[src/rtl/dbm_pkg.sv]
package dbm_pkg;

  // Number of two-bit groups needed to cover m polynomial coordinates.
  function automatic int half_up(input int m);
    return (m + 1) / 2;
  endfunction

  // Width of the extended dual-basis coordinate vector a_0..a_{2m-2}.
  function automatic int ext_width(input int m);
    return 2 * m - 1;
  endfunction

endpackage

[src/rtl/dbm_trace_ext.sv]
module dbm_trace_ext #(
  parameter int M  = 4,
  parameter int N  = 1,
  parameter int EW = 2 * M - 1
) (
  input  logic [M-1:0]  a_in,
  output logic [EW-1:0] ext
);

  // Each new coordinate depends only on lower-indexed ones, so a single
  // ordered pass builds the whole vector without feedback.
  always_comb begin
    ext = '0;
    ext[M-1:0] = a_in;
    for (int d = 0; d <= M - 2; d++) begin
      ext[M+d] = ext[d] ^ ext[N+d];
    end
  end

endmodule

[src/rtl/dbm_pair_xor.sv]
module dbm_pair_xor #(
  parameter int M = 4,
  parameter int H = (M + 1) / 2
) (
  input  logic [M-1:0]   b_in,
  output logic [2*H-1:0] b_pad,
  output logic [H-1:0]   b_pair
);

  // Zero-extend to an even width; for odd M the top bit is the empty row.
  always_comb begin
    b_pad = '0;
    b_pad[M-1:0] = b_in;
  end

  for (genvar g = 0; g < H; g++) begin : g_pair
    assign b_pair[g] = b_pad[2*g] ^ b_pad[2*g+1];
  end

endmodule

[src/rtl/dbm_mux4.sv]
module dbm_mux4 (
  input  logic sel_u,
  input  logic sel_v,
  input  logic bu,
  input  logic bv,
  input  logic buv,
  output logic f
);

  // f = sel_u*bu XOR sel_v*bv, chosen from precomputed candidates.
  always_comb begin
    case ({sel_u, sel_v})
      2'b00:   f = 1'b0;
      2'b01:   f = bv;
      2'b10:   f = bu;
      default: f = buv;
    endcase
  end

endmodule

[src/rtl/dbm_xor_tree.sv]
module dbm_xor_tree #(
  parameter int W = 2
) (
  input  logic [W-1:0] leaves,
  output logic         root
);

  localparam int L = (W > 1) ? $clog2(W) : 0;
  localparam int P = 1 << L;

  // Heap-ordered node array: node k combines nodes 2k and 2k+1, giving a
  // tree of depth L instead of a W-long chain.
  logic [2*P-1:1] node;

  always_comb begin
    node = '0;
    for (int k = 0; k < W; k++) begin
      node[P+k] = leaves[k];
    end
    for (int k = P - 1; k >= 1; k--) begin
      node[k] = node[2*k] ^ node[2*k+1];
    end
  end

  assign root = node[1];

endmodule

[src/rtl/gf_dual_basis_mult.sv]
module gf_dual_basis_mult #(
  parameter int M = 4,
  parameter int N = 1
) (
  input  logic         clk,
  input  logic         rst,
  input  logic [M-1:0] a_dual,
  input  logic [M-1:0] b_poly,
  output logic [M-1:0] c_dual
);

  localparam int H  = dbm_pkg::half_up(M);
  localparam int EW = dbm_pkg::ext_width(M);
  localparam bit ODD = (M % 2) == 1;

  if (M < 2 || N < 1 || N >= M) begin : g_param_bad
    $error("gf_dual_basis_mult: need M >= 2 and 0 < N < M");
  end

  logic [EW-1:0]  ext;
  logic [2*H-1:0] b_pad;
  logic [H-1:0]   b_pair;
  logic [M-1:0]   c_next;

  dbm_trace_ext #(.M(M), .N(N), .EW(EW)) u_ext (
    .a_in (a_dual),
    .ext  (ext)
  );

  dbm_pair_xor #(.M(M), .H(H)) u_pair (
    .b_in   (b_poly),
    .b_pad  (b_pad),
    .b_pair (b_pair)
  );

  // Row i produces output coordinate i; column j consumes b_{2j}, b_{2j+1}.
  for (genvar i = 0; i < M; i++) begin : g_row
    logic [H-1:0] cell_out;

    for (genvar j = 0; j < H; j++) begin : g_col
      logic sel_v;
      if (ODD && j == H - 1) begin : g_pad_col
        assign sel_v = 1'b0;
      end else begin : g_full_col
        assign sel_v = ext[2*j+i+1];
      end

      dbm_mux4 u_cell (
        .sel_u (ext[2*j+i]),
        .sel_v (sel_v),
        .bu    (b_pad[2*j]),
        .bv    (b_pad[2*j+1]),
        .buv   (b_pair[j]),
        .f     (cell_out[j])
      );
    end

    dbm_xor_tree #(.W(H)) u_sum (
      .leaves (cell_out),
      .root   (c_next[i])
    );
  end

  always_ff @(posedge clk) begin
    if (rst) c_dual <= '0;
    else     c_dual <= c_next;
  end

  // Output register is cleared when reset is released.
  assert_reset_clear_R2: assert property (@(posedge clk) disable iff (rst)
    $fell(rst) |-> (c_dual == '0));

  // A zero operand yields a zero product one edge later.
  assert_zero_operand_R5: assert property (@(posedge clk) disable iff (rst)
    ((a_dual == '0) || (b_poly == '0)) |=> (c_dual == '0));

  // Multiplying by the field unit returns the dual-basis operand.
  assert_unit_operand_R6: assert property (@(posedge clk) disable iff (rst)
    (b_poly == M'(1)) |=> (c_dual == $past(a_dual)));

  // Multiplying by alpha shifts coordinates and folds in the trinomial.
  assert_alpha_operand_R7: assert property (@(posedge clk) disable iff (rst)
    (b_poly == M'(2)) |=>
      (c_dual == {$past(a_dual[0] ^ a_dual[N]), $past(a_dual[M-1:1])}));

endmodule

[config.mk]
export PLATFORM = sky130hd
export DESIGN_NAME = gf_dual_basis_mult
export DESIGN_NICKNAME = d
export VERILOG_FILES = /design/src/rtl/dbm_pkg.sv /design/src/rtl/dbm_trace_ext.sv /design/src/rtl/dbm_pair_xor.sv /design/src/rtl/dbm_mux4.sv /design/src/rtl/dbm_xor_tree.sv /design/src/rtl/gf_dual_basis_mult.sv
export SDC_FILE = /design/constraint.sdc
export NUM_CORES = 1
export LEC_CHECK = 0
export BUFFER_PORTS_ARGS = -buffer_cell sky130_fd_sc_hd__buf_2
export CORE_AREA = 2 2 39 41
export CTS_BUF_LIST = sky130_fd_sc_hd__clkbuf_8
export DETAILED_ROUTE_END_ITERATION = 6
export DIE_AREA = 0 0 41 43
export PLACE_DENSITY = 0.57
export REMOVE_ABC_BUFFERS = 1
export SKIP_LAST_GASP = 1
export SLEW_MARGIN = 20
export SYNTH_ARGS = -nofsm -noshare
export SYNTH_HDL_FRONTEND = slang
export SYNTH_SLANG_ARGS = --single-unit
[constraint.sdc]
create_clock -name clk -period 1.4 [get_ports clk]
set_input_delay 0.07 -clock clk [delete_from_list [all_inputs] [get_ports clk]]
set_output_delay 0.07 -clock clk [all_outputs]
set_load 0.05 [all_outputs]
Yosys cells after proc, flatten, opt, wreduce, memory -nomap -nowiden
Index checks and enable logic that the tools add are counted.

Equal/unequal tests: 12. Multiplexer cells: 8. Bitwise logic cells: 9. Reduce and logical (&&, ||, !) cells: 6.

Operators with widths (count): $pmux W1 S3 (8); $eq A2 B1 Y1 const B (6); $eq A2 B2 Y1 const B (6); $logic_not A2 Y1 (6); $xor A1 B1 Y1 (9).

Flip-flop bits (word level): 4. Input port bits: 10. Output and inout port bits: 4.

Logic depth before layout (Yosys ltp)
Gate-level depths: netlist of run 1.

Word-level depth: 4. Depth in mapped cells: 6.

Modules after synthesis
From an unflattened synthesis of run 1, not the netlist that was laid out.

Cell total of the unflattened synthesis: 49. Area total of the unflattened synthesis: 434.2 µm².

Modules (own cells, without submodules): dbm_mux4 (times used 8, cells each 3, area each 23.8 µm², seq. area each 0.0 µm²); gf_dual_basis_mult (times used 1, cells each 8, area each 105.1 µm², seq. area each 80.1 µm²); dbm_trace_ext (times used 1, cells each 7, area each 56.3 µm², seq. area each 0.0 µm²); dbm_pair_xor (times used 1, cells each 6, area each 47.5 µm², seq. area each 0.0 µm²); dbm_xor_tree (times used 4, cells each 1, area each 8.8 µm², seq. area each 0.0 µm²).

Least setup slack after synthesis of run 1
OpenSTA, ideal clock, no wires.

Path type: in2reg. Start: in a_dual[0]. End: reg c_dual[2]. Library setup time: 0.115 ns. Data arrival time: 0.881 ns. Required time: 1.285 ns. Path slack: 0.404 ns. Cell stages on the path: 6. Buffers on the path: 0. Cells stage by stage: inv_1 > ha_1 > nand2b_1 > xnor2_1 > xnor2_1 > nor2_1.

Longest elaborated chain between the ends: 4. Elaborated cells between the ends (all ways): 6.

Ends and longest elaborated chain: start: declaration (RTL line gf_dual_basis_mult.sv:7) `input logic [M-1:0] a_dual,`; $xor A1 B1 Y1 (*) (RTL line dbm_trace_ext.sv:16) `ext[M+d] = ext[d] ^ ext[N+d];`; $eq A2 B2 Y1 (tied with other cells) (RTL line dbm_mux4.sv:12) `case ({sel_u, sel_v})`; $pmux W1 S3 (*) (RTL line dbm_mux4.sv:12); $xor A1 B1 Y1 (*) (RTL line dbm_xor_tree.sv:21) `node[k] = node[2*k] ^ node[2*k+1];`; end signal: assignment (RTL line gf_dual_basis_mult.sv:66) `else c_dual <= c_next;`; end: declaration (RTL line gf_dual_basis_mult.sv:9) `output logic [M-1:0] c_dual`.

Mark *: on every way between the ends. The rest lies on a longest branch, timed or not. A chain may end at the register's enable or synchronous reset.

Worst setup path after layout of run 1
Start: in a_dual[2]. End: reg c_dual[0].

Longest elaborated chain between the ends: 3. Elaborated cells between the ends (all ways): 5.

Ends and longest elaborated chain (RTL line): $eq A2 B2 Y1 (tied with other cells) (dbm_mux4.sv:12); $pmux W1 S3 (*) (dbm_mux4.sv:12); $xor A1 B1 Y1 (*) (dbm_xor_tree.sv:21).

Marks and branches as above.

==> metrics.csv, run 1 <==
stage,metric,value,unit
sta,Final Worst Setup Slack,0.426,ns
critical_path,slowest CP cell,a211o_2,
logic_synthesis,"FFs w/ async S/R, synth",0,%
logic_synthesis,Synth area leader,ha_1,
logic_synthesis,largest cells by area after synthesis,"ha_1, dfxtp_1, xnor2_1",
logic_synthesis,Post-synth EDFFs,0,
critical_path,Crit. End Element,flop,
layout,Reg with most FFs,c_dual,
sta,final setup fails,0,
sta,Hold WS,0.0622,ns
sta,setup TNS,0,ns
sta,ratio of final minimum period to clock period,69.6,%
logic_synthesis,Post-Syn Area,459,um2
sta,fmax,1030,MHz
placed_design,placed cell count,84,
clocking,Max Root-Sink Buffers,2,
routing,number of vias per cell,4.66,
logic_synthesis,"Seq/Total Area, Yosys",17.4,%
routing,drt pass-1 iters,4,
grt,largest net degree at the start of global routing,8,
layout,net count reported at finish,92,
critical_path,crit path max fanout,6,
layout,Fill cells,146,
placed_design,Port Buffers,13,
pwr,Leak,0.291,nW
sta,min Tclk post-route,0.974,ns
logic_synthesis,#FFs+latches synth,4,
layout,Antenna diodes,0,
placed_design,Setup WS pre-CTS,0.197,ns
floorplanning,die area,0.00176,mm2
sta,setup repair after global routing missed its margin,no,
flow_run,# Max-Cap Violations,0,
routing,DRC,0,
grt,first-pass GRT wire length,1370,um
critical_path,"slowest stage delay, CP",0.30,ns
logic_synthesis,ys flop type,dfxtp_1,
critical_path,Worst EP arrival,1.12,ns
routing,First DRT Iteration DRCs,4,
clocking,H-tree Lvls,1,
critical_path,Worst Path Required,1.55,ns
layout,P&R area growth vs syn,26.4,%
critical_path,WS Path Type,input pin to flop,
grt,GR Util All Layers,11.9,%
routing,Final ANT Viol Nets,0,
clocking,TritonCTS buffer count,3,
layout,Final Non-Filler Cells,87,
grt,gr ovfl total,0,
run_status,status,"finished, final reports clean",
floorplanning,Vert. Die Dim,43,um
floorplanning,Die Wd,41,um
sta,headroom to the max-slew limit,83.9,%
clocking,CTS Hold Bufs,0,
layout,fraction of layout cells with a size suffix above 1,23.9,%
grt,vias in the first global route,345,
layout,most frequent cells in the layout,"buf_2, ha_1, xnor2_1, nand2_1, nor2b_1",
routing,WL final,838,um
critical_path,Worst Path Buf+Inv,1,
floorplanning,Starting Density,33.2,%
routing,wire per inst,9.63,um
logic_synthesis,Gate Count Post-Synth,56,
clocking,post-cts sizing count,0,
floorplanning,area of the core,0.00138,mm2
sta,worst-margin pin slew,0.241,ns
pwr,Pwr Density,991,mW/mm2
pwr,worst vdd ir,0.317,mV
floorplanning,row cnt,14,
critical_path,crit-path leading delay family,compound AO/OA/AOI/OAI gates,
logic_synthesis,share of the synthesized area in the top cell type,24.5,%
layout,"most common cell after layout, fill and taps aside",buf_2,
grt,antenna violations before repair,0,
floorplanning,IO Pins,14,
clocking,CTS sink cnt,4,
sta,Fin. Hold Viols,0,
clocking,CTS tree,done,
sta,Pins Over Slew Limit,0,
logic_synthesis,Netlist cell types,17,
logic_synthesis,Avg Synthesized Cell Area,8.20,um2
placed_design,gpl congestion,0.752,
clocking,number of post-CTS setup repair buffers,0,
logic_synthesis,Yosys warning count,0,
clocking,"Clk pin slew, worst setup/hold paths",0.03,ns
layout,biggest regs,c_dual (4),
clocking,clk root buf,clkbuf_8,
layout,Largest register FFs,4,
layout,fin util,42.0,%
critical_path,CP Cell Sequence,buf_2 -> ha_1 -> o211a_1 -> a211o_2 -> a21oi_1,
routing,vias,405,
min_path,worst min path class,input pin to flop,
critical_path,startpoint types,input pin,
## Yosys cell counts, drive strengths merged, types with 2 or more instances
| library cell | number |
|---|---|
| nand2b | 2 |
| inv | 4 |
| nor2 | 2 |
| nor2b | 6 |
| ha | 9 |
| xnor2 | 7 |
| nand2 | 7 |
| dfxtp | 4 |
| o211ai | 4 |
| o211a | 2 |
| a21oi | 3 |
## layer usage
| layer | share of wire [%] | track usage [%] | wire length (um) | vias up |
|---|---|---|---|---|
| met1 | 47 | 14.1 | 395 | 172 |
| met2 | 45 | 16.9 | 373 | 12 |
| li1 | - | - | - | 219 |
| met5 | 0 | 0 | 0 | - |
| met4 | 1.1 | 8.00 | 9 | 0 |
| met3 | 7.2 | 4.71 | 60 | 2 |
## power by group
| part | switching (mW) | leakage [nW] | internal, mW | total, mW |
|---|---|---|---|---|
| Combinational | 0.127 | 0.236 | 0.0777 | 0.205 |
| Sequential | 0.00298 | 0.0332 | 0.130 | 0.133 |
| Clock | 0.0544 | 0.0216 | 0.183 | 0.237 |
| Total | 0.185 | 0.291 | 0.391 | 0.575 |
## through the flow
stage | cell area, um2 | total power, mW
after detailed placement | 539 | 0.342
final | 581 | 0.575
after global routing | 581 | 0.612
after CTS | 581 | 0.586
after global placement | 539 | 0.343
after floorplan | 454 | 0.287
## final cells by class
class	count	area, um2	area share, %
multi-input combinational	47	359	61.9
sequential	4	80.1	13.8
timing repair buffer	13	65.1	11.2
clock buffer	3	41.3	7.11
tap	16	20.0	3.45
inverter	4	15.0	2.59
## kinds of logic after synthesis
| family | Yosys count | share of synthesized area [%] |
|---|---|---|
| simple gates | 18 | 19.3 |
| compound gates | 13 | 21.0 |
| fa+ha+maj | 9 | 24.5 |
| xor+xnor | 7 | 13.4 |
| buf+inv | 5 | 4.36 |
| flops | 4 | 17.4 |
## final timing paths
kind                       from   endpoint  cells after the start
worst max-delay path  a_dual[2]  c_dual[0]                      5
worst min-delay path        rst  c_dual[2]                      2
Power figures use the tool's default switching activity.
==> run 2, diff against run 1 <==
==> constraint.sdc (replaced) <==
create_clock -name clk -period 1 [get_ports clk]
set_input_delay 0.05 -clock clk [delete_from_list [all_inputs] [get_ports clk]]
set_output_delay 0.05 -clock clk [all_outputs]
set_load 0.05 [all_outputs]
==> metrics.csv, run 2 (same netlist as run 1, synthesis figures left out) <==
stage,metric,value,unit,change
sta,fmax,1040,MHz,
clocking,CTS tree,done,,unchanged
grt,GR Util All Layers,13.4,%,was 11.9%
clocking,post-cts sizing count,0,,unchanged
min_path,worst min path class,input pin to flop,,unchanged
layout,"most common cell after layout, fill and taps aside",buf_2,,unchanged
routing,DRC,0,,unchanged
grt,vias in the first global route,369,,was 345
floorplanning,Starting Density,33.2,%,unchanged
layout,fraction of layout cells with a size suffix above 1,33.8,%,was 23.9%
min_path,Hold Startpoint,rst,,unchanged
floorplanning,IO Pins,14,,unchanged
layout,fin util,45.8,%,was 42.0%
run_status,status,"finished, final reports clean",,unchanged
min_path,WHS Endpoint,c_dual[0],,was c_dual[2]
sta,final setup fails,0,,unchanged
layout,Final Non-Filler Cells,90,,was 87
layout,Largest register FFs,4,,unchanged
pwr,Final Total Pwr,839,uW,was 575 uW
sta,Fin. Hold Viols,0,,unchanged
layout,biggest regs,c_dual (4),,unchanged
layout,post-route design area,633,um2,was 581 um2
floorplanning,Vert. Die Dim,43,um,unchanged
placed_design,Placement Cell Area,562,um2,was 539 um2
routing,drt pass-1 iters,2,,was 4
clocking,TritonCTS buffer count,3,,unchanged
floorplanning,row cnt,14,,unchanged
placed_design,Port Buffers,13,,unchanged
sta,setup repair after global routing missed its margin,yes,,was no
layout,most frequent cells in the layout,"buf_2, xnor2_1, nand2_1",,"was buf_2, ha_1, xnor2_1, nand2_1, nor2b_1"
routing,Final ANT Viol Nets,0,,unchanged
pwr,Leak,0.305,nW,was 0.291 nW
clocking,clk root buf,clkbuf_8,,unchanged
sta,min Tclk post-route,0.960,ns,
placed_design,DP HPWL,710,um,
clocking,Max Root-Sink Buffers,2,,unchanged
grt,antenna violations before repair,0,,unchanged
layout,net count reported at finish,95,,was 92
grt,gr ovfl total,0,,unchanged
layout,P&R area growth vs syn,37.9,%,was 26.4%
routing,wire per inst,10.1,um,was 9.63 um
flow_run,# Max-Cap Violations,0,,unchanged
routing,vias,421,,was 405
clocking,number of post-CTS setup repair buffers,0,,unchanged
clocking,CTS sink cnt,4,,unchanged
pwr,Pwr Density,1320,mW/mm2,was 991 mW/mm2
placed_design,placed cell count,87,,was 84
critical_path,Worst Path Required,1.15,ns,was 1.55 ns
clocking,CTS Hold Bufs,0,,unchanged
critical_path,startpoint types,input pin,,unchanged
routing,number of vias per cell,4.68,,was 4.66
grt,largest net degree at the start of global routing,8,,unchanged
clocking,H-tree Lvls,1,,unchanged
sta,headroom to the max-slew limit,83.4,%,was 83.9%
floorplanning,area of the core,0.00138,mm2,unchanged
layout,Reg with most FFs,c_dual,,unchanged
routing,First DRT Iteration DRCs,3,,was 4
critical_path,Worst EP arrival,1.11,ns,was 1.12 ns
critical_path,crit path max fanout,6,,unchanged
sta,Pins Over Slew Limit,0,,unchanged
floorplanning,Die Wd,41,um,unchanged
sta,ratio of final minimum period to clock period,96.0,%,
critical_path,Crit. End Element,flop,,unchanged
layout,Antenna diodes,0,,unchanged
floorplanning,die area,0.00176,mm2,unchanged
sta,worst-margin pin slew,0.246,ns,was 0.241 ns
grt,first-pass GRT wire length,1540,um,was 1370 um
min_path,Worst Hold Depth,2,,unchanged
critical_path,WS Path Type,input pin to flop,,unchanged
placed_design,gpl congestion,0.834,,was 0.752
clocking,"Clk pin slew, worst setup/hold paths",0.03,ns,about the same
routing,WL final,905,um,was 838 um
pwr,worst vdd ir,0.412,mV,was 0.317 mV
## run 2: area by class of cell
class / instances / area (um2)
repair buffers: 16 / 90.1
flip-flops and latches: 4 / 80.1
clock buffers: 3 / 41.3
fillers: 149 / 751
inverters: 4 / 15.0
multi-input cells: 47 / 387
well taps: 16 / 20.0
## run 2: metrics by stage
step	worst slack (ns)	hold WS (ns)	TNS, ns
after floorplan	0.0239	0.119	0
after detailed placement	-0.179	0.261	-0.623
after CTS	0.0489	0.0354	0
after global placement	-0.177	0.265	-0.638
after global routing	-0.0174	0.0469	-0.0174
final	0.0397	0.0341	0
## run 2: worst max path at each step
stage | slack (ns) | end | from | depth (start not counted)
6_report | 0.04 | c_dual[0] | a_dual[2] | 5
2_1_floorplan | 0.02 | c_dual[2] | a_dual[0] | 6
5_1_grt | -0.02 | c_dual[0] | a_dual[1] | 7
3_5_place_dp | -0.18 | c_dual[3] | a_dual[1] | 7
3_3_place_gp | -0.18 | c_dual[3] | a_dual[1] | 7
4_1_cts | 0.05 | c_dual[3] | a_dual[1] | 7
## run 2: per-layer routing
layer	share of wire, %	vias up	routed length (um)	GRT usage, %
li1	-	226	-	-
met1	45	179	411	15.3
met2	46	12	417	19.4
met3	5.4	4	49	3.14
met4	2.9	0	26	12.0
met5	0	-	0	0
## run 2: critical path, cell delays in order
cell and delay, ns:
clkbuf_4 0.15, ha_2 0.22, o211a_1 0.26, a211o_2 0.32, a21oi_2 0.12
## run 2: power by group
| group | switching, mW | internal, mW | total, mW |
|---|---|---|---|
| clock network | 0.0861 | 0.257 | 0.343 |
| logic | 0.185 | 0.124 | 0.309 |
| registers | 0.00402 | 0.183 | 0.187 |
| total | 0.276 | 0.563 | 0.839 |
==> run 3, diff against run 2 <==
--- a/config.mk
+++ b/config.mk
@@ -5,15 +5,17 @@
 export SDC_FILE = /design/constraint.sdc
 export NUM_CORES = 1
 export LEC_CHECK = 0
+export ABC_AREA = 1
 export BUFFER_PORTS_ARGS = -buffer_cell sky130_fd_sc_hd__buf_2
 export CORE_AREA = 2 2 39 41
 export CTS_BUF_LIST = sky130_fd_sc_hd__clkbuf_8
 export DETAILED_ROUTE_END_ITERATION = 6
 export DIE_AREA = 0 0 41 43
-export PLACE_DENSITY = 0.57
+export PLACE_DENSITY = 0.65
 export REMOVE_ABC_BUFFERS = 1
 export SKIP_LAST_GASP = 1
 export SLEW_MARGIN = 20
 export SYNTH_ARGS = -nofsm -noshare
 export SYNTH_HDL_FRONTEND = slang
+export SYNTH_HIERARCHICAL = 1
 export SYNTH_SLANG_ARGS = --single-unit
==> metrics.csv, run 3 <==
stage,metric,value,unit,change
sta,final setup fails,0,,unchanged
grt,first-pass GRT wire length,1900,um,was 1540 um
routing,wire per inst,7.99,um,was 10.1 um
sta,fmax,1240,MHz,was 1040 MHz
critical_path,WS Path Type,flop to output pin,,was input pin to flop
grt,gr ovfl total,0,,unchanged
critical_path,crit path max fanout,1,,was 6
clocking,TritonCTS buffer count,3,,unchanged
routing,number of vias per cell,4.41,,was 4.68
sta,Pins Over Slew Limit,0,,unchanged
routing,vias,617,,was 421
layout,most frequent cells in the layout,"inv_1, nand3_1, nand2_1",,"was buf_2, xnor2_1, nand2_1"
sta,setup repair after global routing missed its margin,no,,was yes
grt,antenna violations before repair,0,,unchanged
routing,First DRT Iteration DRCs,18,,was 3
floorplanning,Starting Density,39.9,%,was 33.2%
layout,Antenna diodes,0,,unchanged
layout,fin util,47.6,%,was 45.8%
logic_synthesis,Post-synth EDFFs,0,,unchanged
placed_design,gpl congestion,0.802,,was 0.834
placed_design,Port Buffers,13,,unchanged
placed_design,DP HPWL,867,um,was 710 um
logic_synthesis,Post-Syn Area,552,um2,was 459 um2
grt,largest net degree at the start of global routing,10,,was 8
sta,Hold WS,0.0371,ns,was 0.0341 ns
min_path,worst min path class,input pin to flop,,unchanged
clocking,"Clk pin slew, worst setup/hold paths",0.03,ns,about the same
clocking,CTS tree,done,,unchanged
routing,Final ANT Viol Nets,0,,unchanged
flow_run,# Max-Cap Violations,0,,unchanged
run_status,status,"finished, final reports clean",,unchanged
clocking,clk root buf,clkbuf_8,,unchanged
pwr,Final Total Pwr,813,uW,was 839 uW
placed_design,Placement Cell Area,614,um2,was 562 um2
critical_path,slowest CP cell,dfxtp_1,,was a211o_2
clocking,CTS sink cnt,4,,unchanged
placed_design,placed cell count,137,,was 87
logic_synthesis,Netlist cell types,6,,was 17
critical_path,Crit. End Element,output pin,,was flop
logic_synthesis,share of the synthesized area in the top cell type,29.0,%,was 24.5%
floorplanning,die area,0.00176,mm2,unchanged
critical_path,Worst EP arrival,0.76,ns,was 1.11 ns
logic_synthesis,Gate Count Post-Synth,111,,was 56
routing,drt pass-1 iters,4,,was 2
floorplanning,Die Wd,41,um,unchanged
layout,P&R area growth vs syn,19.3,%,was 37.9%
pwr,Pwr Density,1230,mW/mm2,was 1320 mW/mm2
logic_synthesis,Avg Synthesized Cell Area,4.97,um2,was 8.20 um2
layout,Largest register FFs,4,,unchanged
critical_path,startpoint types,flop,,was input pin
sta,min Tclk post-route,0.810,ns,was 0.960 ns
routing,WL final,1120,um,was 905 um
layout,post-route design area,658,um2,was 633 um2
critical_path,Worst Path Buf+Inv,1,,unchanged
layout,net count reported at finish,136,,was 95
logic_synthesis,#FFs+latches synth,4,,unchanged
logic_synthesis,"FFs w/ async S/R, synth",0,%,unchanged
layout,biggest regs,c_dual (4),,unchanged
clocking,number of post-CTS setup repair buffers,0,,unchanged
clocking,H-tree Lvls,1,,unchanged
grt,GR Util All Layers,15.0,%,was 13.4%
layout,Reg with most FFs,c_dual,,unchanged
pwr,worst vdd ir,0.330,mV,was 0.412 mV
floorplanning,row cnt,14,,unchanged
floorplanning,area of the core,0.00138,mm2,unchanged
critical_path,CP Cell Sequence,buf_2,,was clkbuf_4 -> ha_2 -> o211a_1 -> a211o_2 -> a21oi_2
layout,"most common cell after layout, fill and taps aside",inv_1,,was buf_2
logic_synthesis,Synth top cells by count,"inv_1, nand3_1, nand2_1",,"was ha_1, nand2_1, xnor2_1"
layout,Final Non-Filler Cells,140,,was 90
floorplanning,Vert. Die Dim,43,um,unchanged
sta,Fin. Hold Viols,0,,unchanged
sta,headroom to the max-slew limit,83.5,%,was 83.4%
logic_synthesis,Synth area leader,nand3_1,,was ha_1
logic_synthesis,"Seq/Total Area, Yosys",14.5,%,was 17.4%
critical_path,"slowest stage delay, CP",0.29,ns,was 0.32 ns
logic_synthesis,largest cells by area after synthesis,"nand3_1, inv_1, nand2_1",,"was ha_1, dfxtp_1, xnor2_1"
critical_path,crit-path leading delay family,flip-flops,,was compound AO/OA/AOI/OAI gates
logic_synthesis,ys flop type,dfxtp_1,,unchanged
layout,Fill cells,156,,was 149
logic_synthesis,Yosys warning count,6,,was 0
sta,ratio of final minimum period to clock period,81.0,%,was 96.0%
routing,DRC,0,,unchanged
clocking,Max Root-Sink Buffers,2,,unchanged
critical_path,Worst Path Required,0.95,ns,was 1.15 ns
grt,vias in the first global route,514,,was 369
layout,fraction of layout cells with a size suffix above 1,17.7,%,was 33.8%
sta,worst-margin pin slew,0.250,ns,was 0.246 ns
logic_synthesis,"count leader, synth",inv_1,,was ha_1
floorplanning,IO Pins,14,,unchanged
pwr,Leak,0.452,nW,was 0.305 nW
## run 3: cells by family (layout without fill, tap and decap cells)
| group | Yosys count | count (layout) | share of synthesized area (%) |
|---|---|---|---|
| buffers and inverters | 44 | 57 | 35.4 |
| and+or+nand+nor | 63 | 63 | 50.1 |
| DFF | 4 | 4 | 14.5 |
## run 3: final cells by class
| cell class | count | area, um2 | share of cell area [%] |
|---|---|---|---|
| clock buffers | 3 | 41.3 | 6.27 |
| inverters | 36 | 135 | 20.5 |
| multi-input cells | 63 | 279 | 42.4 |
| flip-flops and latches | 4 | 80.1 | 12.2 |
| well taps | 16 | 20.0 | 3.04 |
| repair buffers | 18 | 103 | 15.6 |
## run 3: per-layer routing
metal,vias to the layer above,GRT usage [%],share of wire (%)
met2,10,24.7,48
met5,-,0,0
li1,347,-,-
met4,0,8.00,0
met3,0,0,2.9
met1,260,18.8,49
## run 3: final timing paths
check | start | end | slack (ns) | depth (start not counted)
setup / recovery | c_dual[3] | c_dual[3] | 0.19 | 1
hold / removal | rst | c_dual[2] | 0.04 | 2
## run 3: timing repair
item,4_1_cts,5_1_grt
hold buffers,0,0
setup endpoints to repair,0,1
gates resized for setup,0,1
## run 3: metrics by stage
step                       TNS, ns  worst slack, ns
after floorplan                  0            0.199
after global placement    -0.00128         -0.00128
after detailed placement    -0.175          -0.0697
after CTS                        0            0.163
after global routing             0          0.00674
final                            0            0.190
## run 3: where the power goes
group	internal, mW	switching (mW)
registers	0.177	0.00312
logic	0.0973	0.200
clock network	0.256	0.0787
total	0.531	0.282
